### src/rtl/stepped_lfsr_cascade_pkg.sv
`timescale 1ns/1ps
package stepped_lfsr_cascade_pkg;
  typedef enum logic {ADV_TWO = 1'b0, ADV_ONE = 1'b1} adv_mode_e;
  localparam int unsigned MAX_ADV_CTRL = 1;
  localparam int unsigned MAX_ADV_DATA = 2;
endpackage

### src/rtl/lfsr_bank.sv
`timescale 1ns/1ps
module lfsr_bank #(
  parameter int unsigned WIDTH    = 5,
  parameter logic [WIDTH-1:0] TAP_MASK = 5'b00101,
  parameter int unsigned MAX_ADV  = 1
) (
  input  logic             clk_i,
  input  logic             rst_ni,
  input  logic             load_i,
  input  logic [WIDTH-1:0] seed_i,
  input  logic             adv_i,
  input  logic             two_i,
  output logic [WIDTH-1:0] state_o,
  output logic             out_bit_o
);
  localparam logic [WIDTH-1:0] FILL = WIDTH'(1);

  function automatic logic [WIDTH-1:0] shift1(input logic [WIDTH-1:0] s);
    return {^(s & TAP_MASK), s[WIDTH-1:1]};
  endfunction

  logic [WIDTH-1:0] state_q;
  logic [WIDTH-1:0] chain [MAX_ADV+1];
  logic [WIDTH-1:0] adv_val;

  assign chain[0] = state_q;
  for (genvar k = 0; k < MAX_ADV; k++) begin : g_chain
    assign chain[k+1] = shift1(chain[k]);
  end

  if (MAX_ADV >= 2) begin : g_two
    assign adv_val = two_i ? chain[2] : chain[1];
  end else begin : g_one
    logic unused_two;
    assign unused_two = two_i;
    assign adv_val = chain[1];
  end

  always_ff @(posedge clk_i or negedge rst_ni) begin
    if (!rst_ni)      state_q <= FILL;
    else if (load_i)  state_q <= (seed_i == '0) ? FILL : seed_i;
    else if (adv_i)   state_q <= adv_val;
  end

  assign state_o   = state_q;
  assign out_bit_o = state_q[0];
endmodule

### src/rtl/ks_out_stage.sv
`timescale 1ns/1ps
module ks_out_stage (
  input  logic clk_i,
  input  logic rst_ni,
  input  logic load_i,
  input  logic step_i,
  input  logic bit_i,
  output logic loaded_o,
  output logic ks_o,
  output logic ks_valid_o
);
  logic loaded_q, ks_q, vld_q;

  always_ff @(posedge clk_i or negedge rst_ni) begin
    if (!rst_ni) begin
      loaded_q <= 1'b0;
      ks_q     <= 1'b0;
      vld_q    <= 1'b0;
    end else begin
      vld_q <= 1'b0;
      if (load_i) begin
        loaded_q <= 1'b1;
      end else if (step_i && loaded_q) begin
        ks_q  <= bit_i;
        vld_q <= 1'b1;
      end
    end
  end

  assign loaded_o   = loaded_q;
  assign ks_o       = ks_q;
  assign ks_valid_o = vld_q;
endmodule

### src/rtl/stepped_lfsr_cascade.sv
`timescale 1ns/1ps
module stepped_lfsr_cascade
  import stepped_lfsr_cascade_pkg::*;
#(
  parameter int unsigned CTRL_W = 5,
  parameter logic [CTRL_W-1:0] CTRL_TAPS = 5'b00101,
  parameter int unsigned DATA_W = 7,
  parameter logic [DATA_W-1:0] DATA_TAPS = 7'b0000011
) (
  input  logic              clk_i,
  input  logic              rst_ni,
  input  logic              load_i,
  input  logic [CTRL_W-1:0] ctrl_seed_i,
  input  logic [DATA_W-1:0] data_seed_i,
  input  logic              step_i,
  output logic              ks_o,
  output logic              ks_valid_o
);
  logic              loaded;
  logic              adv;
  logic              ctrl_bit, data_bit;
  logic [CTRL_W-1:0] ctrl_state;
  logic [DATA_W-1:0] data_state;
  adv_mode_e         mode;

  assign adv  = step_i & loaded;
  assign mode = adv_mode_e'(ctrl_bit);

  lfsr_bank #(.WIDTH(CTRL_W), .TAP_MASK(CTRL_TAPS), .MAX_ADV(MAX_ADV_CTRL)) u_ctrl (
    .clk_i, .rst_ni, .load_i,
    .seed_i(ctrl_seed_i), .adv_i(adv), .two_i(1'b0),
    .state_o(ctrl_state), .out_bit_o(ctrl_bit)
  );

  lfsr_bank #(.WIDTH(DATA_W), .TAP_MASK(DATA_TAPS), .MAX_ADV(MAX_ADV_DATA)) u_data (
    .clk_i, .rst_ni, .load_i,
    .seed_i(data_seed_i), .adv_i(adv), .two_i(mode == ADV_TWO),
    .state_o(data_state), .out_bit_o(data_bit)
  );

  ks_out_stage u_out (
    .clk_i, .rst_ni, .load_i, .step_i,
    .bit_i(data_bit), .loaded_o(loaded), .ks_o, .ks_valid_o
  );
endmodule

### config.mk
export PLATFORM = sky130hd
export DESIGN_NAME = stepped_lfsr_cascade
export DESIGN_NICKNAME = d
export VERILOG_FILES = /design/src/rtl/stepped_lfsr_cascade_pkg.sv /design/src/rtl/lfsr_bank.sv /design/src/rtl/ks_out_stage.sv /design/src/rtl/stepped_lfsr_cascade.sv
export SDC_FILE = /design/constraint.sdc
export NUM_CORES = 1
export LEC_CHECK = 0
export BUFFER_PORTS_ARGS = -buffer_cell sky130_fd_sc_hd__buf_2
export CAP_MARGIN = 20
export CORE_UTILIZATION = 46
export DETAILED_ROUTE_END_ITERATION = 8
export PLACE_DENSITY_LB_ADDON = 0.1
export SETUP_SLACK_MARGIN = 0.3
export SLEW_MARGIN = 20
export SYNTH_ARGS = -nofsm -noshare
export SYNTH_HDL_FRONTEND = slang
export SYNTH_SLANG_ARGS = --single-unit
### constraint.sdc
create_clock -name clk_i -period 1.5 [get_ports clk_i]
set_input_delay 0.15 -clock clk_i [delete_from_list [all_inputs] [get_ports clk_i]]
set_output_delay 0.15 -clock clk_i [all_outputs]
set_load 0.02 [all_outputs]
==> results.toml <==
[status]
status = "complete, no violations"

[placed_design]
pre_cts_ws_ns = 0.08218
gp_congestion = 0.7573
hpwl_um = 1124
port_buffers = 17
post_dp_cell_area_um2 = 902.1
place_inst = 105

[cts]
clk_latency_ns = 0.28
htreeDepth = 1
clk_pin_slew_worst_paths_ns = 0.09
clkSinkCount = 15
numCtsBuffers = 3
root_buffer = "clkbuf_4"
tritoncts = "built"
clk_path_buf_depth = 2

[global_route]
grt_start_max_net_pins = 16
grt_pass1_wl_um = 2635
antenna_found_initial = 0
grt_pass1_vias = 600
overflow = 0
track_usage_pct = 19.27

[sta]
skew_ns = 0.0004365
maxSlewHeadroom_pct = 77.03
timing.fmax_mhz = 732.7
maxSlewViolCount = 0
min_period_over_period_pct = 90.99
final-hold-violation-count = 0
min_period_ns = 1.365
tns_ns = 0
finalSetupViolations = 0
tightestPinTransition_ns = 0.3445
rsz0062_at_grt = "yes"
setup_ws_ns = 0.1352

[cells_and_area]
area_growth_pct = 24.92
instances_no_fill = 114
drive_gt1_share_pct = 39.80
diodes = 0
design_area_um2 = 1003
final_net_count = 115

[synth]
ys_types = 23
syn_area_um2 = 803.3
ys_ff_latch = 15
synth_fp_nets = 90
synth_area_per_cell_um2 = 10.86
ys_warn_count = 0
ys_seq_area_share_pct = 47.04
synth_cells = 74

[drt]
ant_nets = 0
drt-vias-per-instance = 5.579
drt_iter0_markers = 8
drt-wirelength-per-cell_um = 13.67
drc_errors = 0
vias = 636
routed_wl_um = 1558
drtPass1Iterations = 4

[die]
die-area_um2 = 1918
core_um2 = 1577
die_w_um = 43.79
rows = 14
initial_core_util_pct = 50.95
num_io_pins = 18
die_h_um = 43.79

[power]
p_leak_uw = 0.0004804
ir_drop_mv = 0.5775
power_uw = 982.4
pwr_density_cell_nw_per_um2 = 979.0

[worst_setup_path]
worstPathRequired_ns = 1.67
critPathCaptureType = "register"
worst-path-max-fanout = 5
path_class = "register to register"
startpoint_type = "register"
crit_arrival_ns = 1.53

[run]
maxCapViolCount = 0

[worst_hold_path]
hold_class = "input pin to register"
[flip-flops by register name, summed over array words and instances (netlist names)]
signal,cells
u_ctrl.state_o,5
u_data.state_o,7
u_out.loaded_o,1
u_out.ks_o,1
u_out.ks_valid_o,1
[repair_timing]
action	4_1_cts	5_1_grt
endpoints found under the hold margin	13	0
gates cloned	0	0
hold buffers	1	0
endpoints found under the setup margin	7	10
pin swaps	5	6
gates resized for setup	8	4
buffers inserted	4	0
[synthesized netlist by cell type (all sizes together)]
library cell / instances / area share (%)
or2b: 1 / 0.93
dfstp: 2 / 6.5
mux2i: 10 / 14
o21ai: 10 / 6.2
buf: 3 / 2.6
and3b: 2 / 2.2
o211ai: 1 / 0.93
nor4: 2 / 1.6
a21oi: 2 / 1.2
a32oi: 1 / 1.1
o2111ai: 1 / 1.1
or2: 1 / 0.78
nand2: 11 / 5.1
dfrtp: 13 / 40
xor2: 2 / 2.2
xnor2: 1 / 1.1
nor2b: 1 / 0.78
nor2: 1 / 0.47
clkbuf: 2 / 0.93
a221o: 1 / 1.2
mux2: 6 / 8.4
[layout make-up]
class,instances,area (um^2)
multi-input cells,54,416.7
flip-flops and latches,15,377.9
well taps,16,20.02
repair buffers,25,162.7
clock buffers,4,26.28
fillers,135,573.1
[layout by cell type (no fill, tap or decap), drive strengths merged, types with 4 or more instances in the layout]
cell type / count
buf: 24
nand2: 11
dfrtp: 13
mux2i: 10
o21ai: 10
clkbuf: 4
mux2: 6
[worst max-delay path, cell delays in order, from the launching register on]
cell	delay (ns)
dfstp_2	0.63
buf_6	0.13
mux2_4	0.30
mux2i_1	0.12
o21ai_1	0.07
[power breakdown]
group	total, uW	switching [uW]	internal (uW)
Combinational	250	105	145
Sequential	501	45.8	455
Clock	231	128	103
[per-stage QoR]
| stage | util (%) | hold WS (ns) |
|---|---|---|
| after CTS | 63.02 | 0.08567 |
| final | 63.65 | 0.09478 |
| after detailed placement | 57.22 | 0.07412 |
| after global routing | 63.65 | 0.09111 |
| after global placement | 57.22 | 0.07240 |
| after floorplan | - | -0.1456 |
[path summary, 6_finish.rpt]
path | startpoint | to | slack, ns | cells after the start
max reg2reg | u_ctrl.state_o[0] | u_data.state_o[3] | 0.14 | 4
min in group asynchronous | rst_ni | u_ctrl.state_o[3] | 0.30 | 2
max in group asynchronous | rst_ni | u_data.state_o[0] | 0.90 | 2
max | u_ctrl.state_o[0] | u_data.state_o[3] | 0.14 | 4
min | ctrl_seed_i[3] | u_ctrl.state_o[3] | 0.09 | 3
min reg2reg | u_out.ks_o | u_out.ks_o | 0.52 | 1
[kinds of logic (layout without fill, tap and decap cells)]
logic type	count (synthesis)	count (layout)	share of synthesized area, %
AO/OA/AOI/OAI	16	16	11.84
XOR/XNOR	3	3	3.272
buffers and inverters	5	29	3.583
flip-flops	15	15	47.04
multiplexers	16	16	22.43
AND/OR/NAND/NOR	19	19	11.84
[per-layer routing]
metal | part of all wire, % | global-route usage [%] | vias to the layer above
met5 | 0 | 0 | -
met4 | 0.83 | 9.375 | 0
met3 | 3.7 | 3.750 | 2
met2 | 47 | 30.15 | 15
met1 | 49 | 25.46 | 304
li1 | - | - | 315
Note: power is estimated with default switching activity, not from simulation.
